## src/rtl/fim_pkg.sv

```systemverilog
package fim_pkg;

    localparam int INSN_W  = 32;
    localparam int FLAG_W  = 4;
    localparam int ROT_W   = 6;
    localparam int SRC_W   = 5;

    localparam logic [10:0] OPC_HI  = 11'b101_1101_0000;
    localparam logic [4:0]  OPC_MID = 5'b00001;
    localparam logic        OPC_LO  = 1'b0;

    typedef enum logic [1:0] {
        ST_IDLE   = 2'd0,
        ST_COMMIT = 2'd1,
        ST_TRAP   = 2'd2
    } fim_state_e;

    typedef struct packed {
        logic              hit;
        logic [ROT_W-1:0]  lsb;
        logic [SRC_W-1:0]  src;
        logic [FLAG_W-1:0] wmask;
    } fim_dec_t;

endpackage

```

## src/rtl/fim_decode.sv

```systemverilog
module fim_decode
    import fim_pkg::*;
(
    input  logic [INSN_W-1:0] insn_i,
    output fim_dec_t          dec_o
);
    logic hi_ok, mid_ok, lo_ok;

    always_comb begin
        hi_ok  = (insn_i[31:21] == OPC_HI);
        mid_ok = (insn_i[14:10] == OPC_MID);
        lo_ok  = (insn_i[4] == OPC_LO);
        dec_o.hit   = hi_ok & mid_ok & lo_ok;
        dec_o.lsb   = insn_i[20:15];
        dec_o.src   = insn_i[9:5];
        dec_o.wmask = insn_i[3:0];
    end
endmodule

```

## src/rtl/fim_rotsel.sv

```systemverilog
module fim_rotsel #(
    parameter int DATA_W  = 64,
    parameter int TAP_N   = 4,
    localparam int SHIFT_W = $clog2(DATA_W)
) (
    input  logic [DATA_W-1:0]  data_i,
    input  logic [SHIFT_W-1:0] lsb_i,
    output logic [TAP_N-1:0]   sel_o
);
    // Each tap index wraps modulo DATA_W through the width of its adder.
    for (genvar k = 0; k < TAP_N; k++) begin : g_tap
        logic [SHIFT_W-1:0] idx;
        assign idx      = lsb_i + SHIFT_W'(k);
        assign sel_o[k] = data_i[idx];
    end
endmodule

```

## src/rtl/fim_flagreg.sv

```systemverilog
module fim_flagreg #(
    parameter int FLAG_N = 4
) (
    input  logic              clk,
    input  logic              rst,
    input  logic [FLAG_N-1:0] wr_en_i,
    input  logic [FLAG_N-1:0] wr_val_i,
    output logic [FLAG_N-1:0] flags_o
);
    for (genvar k = 0; k < FLAG_N; k++) begin : g_bit
        always_ff @(posedge clk) begin
            if (rst)
                flags_o[k] <= 1'b0;
            else if (wr_en_i[k])
                flags_o[k] <= wr_val_i[k];
        end
    end
endmodule

```

## src/rtl/flag_insert_unit.sv

```systemverilog
module flag_insert_unit
    import fim_pkg::*;
#(
    parameter int DATA_W = 64
) (
    input  logic              clk,
    input  logic              rst,
    input  logic              valid_i,
    input  logic [31:0]       insn_i,
    input  logic [DATA_W-1:0] operand_i,
    input  logic              feat_en_i,
    output logic [4:0]        src_idx_o,
    output logic [3:0]        flags_o,
    output logic              done_o,
    output logic              undef_o
);
    localparam int SHIFT_W = $clog2(DATA_W);

    fim_dec_t           dec;
    logic [FLAG_W-1:0]  picked;
    logic [FLAG_W-1:0]  wr_en;
    logic               take_commit;
    logic               take_trap;
    fim_state_e         state_q, state_d;

    fim_decode u_dec (
        .insn_i (insn_i),
        .dec_o  (dec)
    );

    fim_rotsel #(
        .DATA_W (DATA_W),
        .TAP_N  (FLAG_W)
    ) u_rot (
        .data_i (operand_i),
        .lsb_i  (SHIFT_W'(dec.lsb)),
        .sel_o  (picked)
    );

    fim_flagreg #(
        .FLAG_N (FLAG_W)
    ) u_flags (
        .clk      (clk),
        .rst      (rst),
        .wr_en_i  (wr_en),
        .wr_val_i (picked),
        .flags_o  (flags_o)
    );

    assign take_commit = valid_i & dec.hit & feat_en_i;
    assign take_trap   = valid_i & dec.hit & ~feat_en_i;
    assign wr_en       = {FLAG_W{take_commit}} & dec.wmask;
    assign src_idx_o   = dec.src;

    always_comb begin
        state_d = ST_IDLE;
        unique case (state_q)
            ST_IDLE, ST_COMMIT, ST_TRAP: begin
                if (take_commit)
                    state_d = ST_COMMIT;
                else if (take_trap)
                    state_d = ST_TRAP;
                else
                    state_d = ST_IDLE;
            end
            default: state_d = ST_IDLE;
        endcase
    end

    always_ff @(posedge clk) begin
        if (rst)
            state_q <= ST_IDLE;
        else
            state_q <= state_d;
    end

    always_comb begin
        done_o  = 1'b0;
        undef_o = 1'b0;
        unique case (state_q)
            ST_IDLE:   ;
            ST_COMMIT: done_o  = 1'b1;
            ST_TRAP:   undef_o = 1'b1;
            default:   ;
        endcase
    end
endmodule

```

## config.mk

```make
export PLATFORM = sky130hd
export DESIGN_NAME = flag_insert_unit
export DESIGN_NICKNAME = d
export VERILOG_FILES = /design/src/rtl/fim_pkg.sv /design/src/rtl/fim_decode.sv /design/src/rtl/fim_rotsel.sv /design/src/rtl/fim_flagreg.sv /design/src/rtl/flag_insert_unit.sv
export SDC_FILE = /design/constraint.sdc
export NUM_CORES = 1
export LEC_CHECK = 0
export ABC_AREA = 1
export BUFFER_PORTS_ARGS = -buffer_cell sky130_fd_sc_hd__buf_2
export CORE_ASPECT_RATIO = 1.4
export CORE_MARGIN = 5
export CORE_UTILIZATION = 42
export DETAILED_ROUTE_END_ITERATION = 12
export GPL_TIMING_DRIVEN = 0
export PLACE_DENSITY = 0.77
export SYNTH_ARGS = -nofsm -noshare
export SYNTH_HDL_FRONTEND = slang
export SYNTH_SLANG_ARGS = --single-unit
```

## constraint.sdc

```tcl
create_clock -name clk -period 2.2 [get_ports clk]
set_input_delay 0 -clock clk [delete_from_list [all_inputs] [get_ports clk]]
set_output_delay 0 -clock clk [all_outputs]
set_load 0.05 [all_outputs]
```

Word-level counts from Yosys, hierarchy flattened
Index checks and enable logic that the tools add are counted.
- register bits after elaboration: 6
- bits of input ports: 100
- output and inout port bits: 11
- $add $sub $neg: 3
- magnitude comparators: 4
- equality and inequality tests: 4
- mux-type cells: 12
- bitwise gates (word level): 9
- reductions and logical operators: 4
- operator list (cell ; count):
    $lt 6x7->1 const B ; 4
    $bmux 1 s6 ; 4
    $add 6x2->6 const B ; 2
    $eq 11x11->1 const B ; 1
    $mux 1 ; 7
    $add 6x1->6 const B ; 1
    $reduce_or 3->1 ; 2
    $and 1x1->1 ; 5
    $eq 5x1->1 const B ; 1
    $and 4x4->4 ; 1
    $not 1->1 ; 3
    $eq 2x1->1 const B ; 1
    $eq 2x2->1 const B ; 1
    $logic_not 2->1 ; 1
    $mux 2 ; 1
    $reduce_or 2->1 ; 1

Depth between registers and ports, before layout
Gate-level depths: netlist of run 1.
- depth in word-level cells: 7
- gate-level depth with buffers: 15

Modules after synthesis
Synthesis of run 1 repeated with hierarchy kept, for this count alone.
- cell total of the unflattened synthesis: 568
- area, all modules: 2785.2 um2
- by module, submodules not included (module ; times used ; cells an instance ; area an instance (um2) ; seq. area each (um2)):
    fim_rotsel ; 1 ; 485 ; 2296.0 ; 0.0
    fim_decode ; 1 ; 36 ; 197.7 ; 0.0
    fim_flagreg ; 1 ; 25 ; 168.9 ; 80.1
    flag_insert_unit ; 1 ; 22 ; 122.6 ; 40.0

Worst setup path before layout of run 1
OpenSTA, ideal clock, no wires.
- path type: input port to flip-flop
- start point: in insn_i[16]
- end point: reg u_flags.flags_o[1]
- library setup time: 0.120 ns
- data arrival time: 1.582 ns
- required time: 2.080 ns
- slack: 0.498 ns
- cell stages on the path: 14
- path buffers: 4
- cells stage by stage: buf_2 inv_1 buf_2 ha_1 buf_2 inv_1 buf_2 nand3_1 nand3_1 nand3_1 nand3_1 nand3b_1 nand2_1 a21oi_1
- word-level cells in the longest chain between the ends: 3
- RTL lines (item ; line ; source):
    start, declared ; flag_insert_unit.sv:9 ; input logic [31:0] insn_i,
    $add 6x1->6 ; fim_rotsel.sv:13 ; assign idx = lsb_i + SHIFT_W'(k);
    $bmux 1 s6 ; fim_rotsel.sv:14 ; assign sel_o[k] = data_i[idx];
    $mux 1 (not written as such) ; fim_rotsel.sv:14 ;
    end signal, assigned by index ; fim_flagreg.sv:15 ; flags_o[k] <= wr_val_i[k];
    end, declared ; fim_flagreg.sv:8 ; output logic [FLAG_N-1:0] flags_o
Every way passes these cells. The select of a mux whose other input is x is not followed.
A chain may end at the register's enable or synchronous reset.

Final worst setup path of run 1
- start point: in insn_i[15]
- end point: reg u_flags.flags_o[1]
The elaborated chain is that of the path after synthesis.

==> reports/metrics.yaml, run 1 <==
status:
  status: "finished clean"
synth:
  synth_ff_type: "dfxtp_1"
  avgSynthCellArea_um2: 5.03
  ys_top_cells_by_area: "nand3_1, nand2_1, dfxtp_1, inv_1, buf_2"
  synth-edff-count: 0
  yosys.area.top_type: "nand3_1"
  async_reset_ff_share_pct: 0
  synth.most_common_cell: "nand3_1"
  synth_cells: 517
  ys_ff_latch: 6
  netlist_top_cells_count: "nand3_1, nand2_1, inv_1, buf_2, nor2_1"
  ys_seq_area_share_pct: 4.62
  synth_top_area_share_pct: 45.5
  syn-num-nets: 621
  synth.distinct_cells: 24
  synth_area_um2: 2600
  ys_warn_count: 0
layout:
  drive_gt1_share_pct: 23.7
  stdcell_count: 697
  final_nets: 731
  fillerInstances: 682
  area_delta_synth_final_pct: 26.2
  antenna_cells: 0
critical_path:
  cp_max_fo: 10
  crit_family: "buffers and inverters"
  crit_required_ns: 2.30
  worst_ep_arrival_time_ns: 2.20
  start_kind: "input pin"
  cpMaxStageDelayCell: "ha_1"
  max_stage_delay_ns: 0.28
  worst-setup-path-type: "input pin to flip-flop"
  cp_common_cell: "nand3_1"
  path_buf_inv: 8
  crit_chain: "buf_2 -> buf_6 -> clkinv_2 -> buf_6 -> buf_6 -> ha_1 -> buf_2 -> inv_1 -> clkbuf_4 -> nand3_1 -> nand3_1 -> nand3_1 -> nand3_1 -> nand3_1 -> nand2_1 -> a21oi_1"
  cp-end-kind: "flip-flop"
power:
  p_sw_mw: 0.551
  power_frac_clock_pct: 15.1
  seqPwrFrac_pct: 10.2
  ir_drop_uv: 385
  p_per_area_nw_per_um2: 326
  p_comb_share_pct: 74.7
  internal-power_mw: 0.520
  power.share.switching_pct: 51.5
  p_leak_nw: 1.78
  total_power_mw: 1.07
clocking:
  tritoncts: "done"
  clk_pin_slew_worst_paths_ns: 0.03
  ctsRootBufferMaster: "clkbuf_8"
  clockBufferDepth: 2
  cts.sink_count: 6
  htree_levels: 1
  insertion_delay_ns: 0.22
  cts_buffers: 3
detailed_routing:
  drc: 0
  initialDrtViolationCount: 659
  routedWlPerCell_um: 18.0
  num_vias: 4150
  totalWireLength_um: 12600
  ant_nets: 0
  route.detailed.vias_per_inst: 5.95
  drt-pass1-iter-count: 8
sta:
  period_minus_slack_ns: 2.10
  fmax_ghz: 0.476
  finalSetupViolations: 0
  period_share_pct: 95.4
  finalHoldViolCount: 0
  fin_skew_ns: 0.0000318
  worst_slew_pin_slew_ns: 0.611
  holdWs_ns: 0.0816
  slew_headroom_pct: 59.0
  slew_violations: 0
  rsz0062_at_grt: "false"
floorplan:
  start_util_pct: 42.4
  rows: 34
  core_area_um2: 6130
  fp.dieH_um: 103
  die_x_um: 76.5
  dieArea_um2: 7880
  ios: 111
grt:
  grt_pass1_wl_um: 19200
  grt_pass1_vias: 3864
  grt_util_all_layers_pct: 29.9
  overflow: 0
  grt_max_degree: 12
  antenna_found_initial: 0
placement:
  hpwl_um: 10500
  place_congestion: 0.974
  io_buffer_count: 104
  placed_cells: 693
run:
  drv_cap: 0
min_path:
  min_path_type: "input pin to flip-flop"
final timing paths:
check | startpoint | to | slack [ns] | cells past startpoint
worst min-delay path | insn_i[30] | state_q[1]$_SDFF_PP0_ | 0.08 | 4
worst max-delay path | insn_i[15] | u_flags.flags_o[1]$_SDFFE_PP0P_ | 0.10 | 16
worst min register to register | u_flags.flags_o[0]$_SDFFE_PP0P_ | u_flags.flags_o[0]$_SDFFE_PP0P_ | 0.48 | 2
worst max register to register | state_q[1]$_SDFF_PP0_ | state_q[1]$_SDFF_PP0_ | 1.39 | 3
flip-flops by register name, summed over array words and instances, names as in the netlist:
signal / flops
state_q: 2
u_flags.flags_o: 4
cell type report:
class | count | area [um^2] | share of cell area [%]
Clock buffer | 3 | 41.3 | 1.26
Buffer | 37 | 251 | 7.67
Multi-Input combinational cell | 443 | 2120 | 64.7
Inverter | 30 | 114 | 3.47
Timing Repair Buffer | 106 | 541 | 16.5
Sequential cell | 6 | 120 | 3.66
Tap cell | 72 | 90.1 | 2.75
per-stage QoR:
stage                     area (um^2)  utilization, %  TNS (ns)  setup slack, ns
after global routing             3280            53.6         0           0.0266
final                            3280            53.6         0            0.101
after global placement           3210            52.4    -0.431           -0.197
after CTS                        3270            53.4         0           0.0285
after detailed placement         3210            52.4    -0.421           -0.192
after floorplan                  2600               -         0            0.498
cell usage in the layout, fill, tap and decap left out:
master	Yosys	layout
buf_6	7	7
xnor2_2	2	2
nand2_1	153	153
nand4_1	1	1
xor2_1	5	5
xor2_2	1	1
dfxtp_1	6	6
o21ai_0	6	6
clkbuf_1	6	2
ha_1	4	4
buf_2	19	119
clkbuf_8	0	3
o21ai_2	1	1
clkinv_2	1	1
dlygate4sd3_1	0	2
nor4b_1	1	1
clkbuf_4	0	3
buf_4	6	7
o21ai_1	1	1
clkbuf_2	0	3
inv_1	29	28
inv_2	0	1
o211ai_1	4	4
nor2_1	14	14
nand3_1	236	236
nand3b_1	5	5
nor3_1	2	2
and2_1	1	1
a21oi_1	6	6
power by group through the flow:
stage          combinational (mW)  sequential, mW  clock (mW)
2_1_floorplan               0.497           0.111           0
3_5_place_dp                0.764           0.111           0
6_report                    0.799           0.109       0.161
5_1_grt                     0.867           0.109       0.174
3_3_place_gp                0.763           0.111           0
4_1_cts                     0.769           0.109       0.167
cell families after synthesis:
family | after synthesis | share of synthesized area [%]
compound gates | 18 | 4.00
simple gates | 413 | 72.2
buf+inv | 68 | 13.7
flops | 6 | 4.62
fa+ha+maj | 4 | 1.93
xor+xnor | 8 | 3.56
per-layer routing:
metal	part of all wire (%)	GRT usage, %	up-vias
met4	4.5	13.9	0
met2	48	51.5	281
met3	9.5	4.02	60
met1	38	37.1	1825
met5	0	0	-
li1	-	-	1984
worst reg2reg max path: stages, from the launching register on:
cell	delay, ns
dfxtp_1	0.31
inv_1	0.05
o21ai_0	0.24
nor3_1	0.08
what timing repair did:
item,4_1_cts,5_1_grt
hold buffers,2,0
endpoints found under the setup margin,0,3
buffers inserted,0,0
endpoints found under the hold margin,2,0
gates resized for setup,0,12
Note: power is estimated with default switching activity, not from simulation.
==> run 2: changes to the inputs <==
--- a/config.mk
+++ b/config.mk
@@ -5,14 +5,13 @@
 export SDC_FILE = /design/constraint.sdc
 export NUM_CORES = 1
 export LEC_CHECK = 0
-export ABC_AREA = 1
 export BUFFER_PORTS_ARGS = -buffer_cell sky130_fd_sc_hd__buf_2
 export CORE_ASPECT_RATIO = 1.4
 export CORE_MARGIN = 5
 export CORE_UTILIZATION = 42
 export DETAILED_ROUTE_END_ITERATION = 12
 export GPL_TIMING_DRIVEN = 0
-export PLACE_DENSITY = 0.77
+export PLACE_DENSITY = 0.76
 export SYNTH_ARGS = -nofsm -noshare
 export SYNTH_HDL_FRONTEND = slang
 export SYNTH_SLANG_ARGS = --single-unit
==> reports/metrics.yaml, run 2 <==
status:
  status: "finished clean"
synth:
  netlist_top_cells_count: "mux4_2, mux2i_1, nand2_1, buf_4, nor2_1"
  synth_area_um2: 2820  # +8.6%
  ys_seq_area_share_pct: 4.26  # -0.36 points
  ys_warn_count: 0  # unchanged
  synth_ff_type: "dfxtp_1"
  synth_top_area_share_pct: 39.1  # -6.3 points
  synth-edff-count: 0  # unchanged
  ys_ff_latch: 6  # unchanged
  yosys.area.top_type: "mux4_2"
  synth.distinct_cells: 57  # +140%
  synth_cells: 273  # -47%
  async_reset_ff_share_pct: 0  # unchanged
  avgSynthCellArea_um2: 10.3  # +110%
  syn-num-nets: 377  # -39%
  ys_top_cells_by_area: "mux4_2, mux2i_1, dfxtp_1, buf_4, nand2_1"
  synth.most_common_cell: "mux4_2"
layout:
  multi_input_area_um2: 2570  # +21%
  top_register: "u_flags.flags_o"
  area_delta_synth_final_pct: 29.4
  fillerInstances: 593  # -13%
  largest_register_ffs: 4  # unchanged
  drive_gt1_share_pct: 51.5  # +28 points
  regArea_um2: 120  # unchanged
  antenna_cells: 0  # unchanged
  fin_area_um2: 3650  # +11%
  final_nets: 494  # -32%
  final_common_cell: "buf_2"
  mostFrequentLayoutCells: "buf_2, mux4_2, mux2i_1, buf_4, nand2_1"
  largestRegisters: "u_flags.flags_o (4), state_q (2)"
power:
  p_per_area_nw_per_um2: 302  # -7.5%
  p_leak_nw: 1.55  # -13%
  ir_drop_uv: 137  # -65%
  total_power_mw: 1.10  # +2.9%
detailed_routing:
  drt-pass1-iter-count: 5  # -3
  drc: 0  # unchanged
  route.detailed.vias_per_inst: 6.72  # +13%
  ant_nets: 0  # unchanged
  initialDrtViolationCount: 234  # -64%
  num_vias: 3104  # -25%
  routedWlPerCell_um: 22.5  # +25%
  totalWireLength_um: 10400  # -17%
clocking:
  clockBufferDepth: 2  # unchanged
  cts_buffers: 3  # unchanged
  tritoncts: "done"
  clk_pin_slew_worst_paths_ns: 0.04  # about the same
  ctsRootBufferMaster: "clkbuf_8"
  htree_levels: 1  # unchanged
  insertion_delay_ns: 0.22  # about the same
  cts.sink_count: 6  # unchanged
floorplan:
  core_area_um2: 6570  # +7.2%
  dieArea_um2: 8480  # +7.6%
  rows: 35  # +2.9%
  ios: 111  # unchanged
  start_util_pct: 43.0  # +0.53 points
  die_x_um: 79.3  # +3.6%
  fp.dieH_um: 107  # +3.8%
critical_path:
  cpMaxStageDelayCell: "ha_4"
  ff2ff_path_depth: 3  # unchanged
  cp_max_fo: 11  # +1
  r2r_start: "u_flags.flags_o[2]$_SDFFE_PP0P_"
  crit_start: "insn_i[16]"
  timing.rr.end: "u_flags.flags_o[2]$_SDFFE_PP0P_"
  max_stage_delay_ns: 0.37  # +0.09 ns
  path_depth: 10  # -6
  rrSetupSlack_ns: 1.37  # -0.02 ns
  start_kind: "input pin"
  crit_required_ns: 2.30  # about the same
  cp-end-kind: "flip-flop"
  crit_family: "multiplexers"
  path_buf_inv: 4  # -4
  worst_ep_arrival_time_ns: 2.11  # -0.09 ns
  worst-setup-path-type: "input pin to flip-flop"
  endpoint: "u_flags.flags_o[1]$_SDFFE_PP0P_"
  crit_chain: "buf_2 -> buf_8 -> buf_12 -> clkinvlp_4 -> ha_4 -> mux4_2 -> mux2_2 -> a221oi_4 -> o2bb2ai_1 -> o21ai_1"
sta:
  worst_slew_pin_slew_ns: 0.768  # +0.156 ns
  rsz0062_at_grt: "false"
  fin_skew_ns: 0.0000161  # -0.0000158 ns
  slew_violations: 0  # unchanged
  period_share_pct: 91.4  # -4.1 points
  slew_headroom_pct: 48.5  # -11 points
  finalHoldViolCount: 0  # unchanged
  period_minus_slack_ns: 2.01  # -0.0892 ns
  finalSetupViolations: 0  # unchanged
  fmax_ghz: 0.498  # +4.4%
grt:
  antenna_found_initial: 0  # unchanged
  overflow: 0  # unchanged
  grt_util_all_layers_pct: 23.9  # -6.0 points
  grt_pass1_wl_um: 15800  # -18%
  grt_max_degree: 20  # +8
  grt_pass1_vias: 3167  # -18%
placement:
  io_buffer_count: 103  # -0.96%
  postPlaceCellArea_um2: 3460  # +7.8%
  hpwl_um: 8510  # -19%
  place_congestion: 0.976  # +0.20%
min_path:
  min_path_type: "input pin to flip-flop"
run:
  drv_cap: 0  # unchanged
-- run 2: changes by cell type after synthesis, sizes merged, moves of 4 or more --
cell / delta
mux2: +4
nand4: +4
mux4: +49
xnor2: +5
buf: -7
nand3: -231
a31oi: +7
nor4: +4
o22ai: +4
mux2i: +44
inv: -27
nand2: -133
nor2b: +4
-- run 2: layout make-up --
class	count	share of cell area [%]
buffer	26	5.41
clock buffer	3	1.13
inverter	2	0.308
multi-input combinational	236	70.3
sequential	6	3.29
tap	74	2.54
timing repair buffer	115	17.0
-- run 2: how the worst min path moves through the flow --
stage                   start  slack [ns]  cells after the start                               to
finish              insn_i[0]        0.05                      3  u_flags.flags_o[0]$_SDFFE_PP0P_
CTS                 insn_i[0]        0.04                      3  u_flags.flags_o[0]$_SDFFE_PP0P_
global route        insn_i[0]        0.06                      3  u_flags.flags_o[0]$_SDFFE_PP0P_
detailed placement  feat_en_i        0.20                      2            state_q[1]$_SDFF_PP0_
global placement    feat_en_i        0.20                      2            state_q[1]$_SDFF_PP0_
floorplan           feat_en_i        0.08                      1            state_q[1]$_SDFF_PP0_
-- run 2: power breakdown --
part	internal (mW)	switching, mW	leakage, nW
combinational	0.411	0.412	1.48
clock	0.118	0.0517	0.0216
sequential	0.109	0.0000000868	0.0483
-- run 2: metal layers --
metal  GRT usage [%]  vias up  share of wire (%)
li1                -     1366                  -
met1            27.6     1485                 36
met2            42.8      218                 51
met3            4.12       35                9.4
met4            10.6        0                3.7
met5               0        -                  0
-- run 2: logic make-up (layout without fill, tap and decap cells) --
family	after synthesis	count (layout)	synth area share, %
AND/OR/NAND/NOR	80	80	16.1
XOR/XNOR	12	12	3.99
AO/OA/AOI/OAI	43	43	11.1
multiplexers	97	97	56.3
flip-flops	6	6	4.26
buffers and inverters	31	146	6.47
adder cells (fa/ha/maj)	4	4	1.77
-- run 2: through the flow --
step	setup TNS, ns	setup WS, ns	hold slack (ns)	util [%]	cells
floorplan	0	0.00414	0.0759	-	273
global placement	-1.43	-0.762	0.196	52.6	450
detailed placement	-1.47	-0.732	0.195	52.6	450
CTS	0	0.00617	0.0412	54.1	454
global route	0	0.0867	0.0567	55.6	462
finish	0	0.190	0.0452	55.6	462
-- run 2: worst min-delay path, delay by kind of cell --
kind | cells | cell delay (ns)
compound gates | 1 | 0.06
buf+inv | 1 | 0.10
simple gates | 1 | 0.07
-- run 2: repair_timing --
action | 4_1_cts | 5_1_grt
resized for setup | 8 | 6
pin swaps | 1 | 0
hold buffers | 1 | 0
hold endpoints to repair | 1 | 0
setup buffers | 2 | 9
setup endpoints to repair | 2 | 2
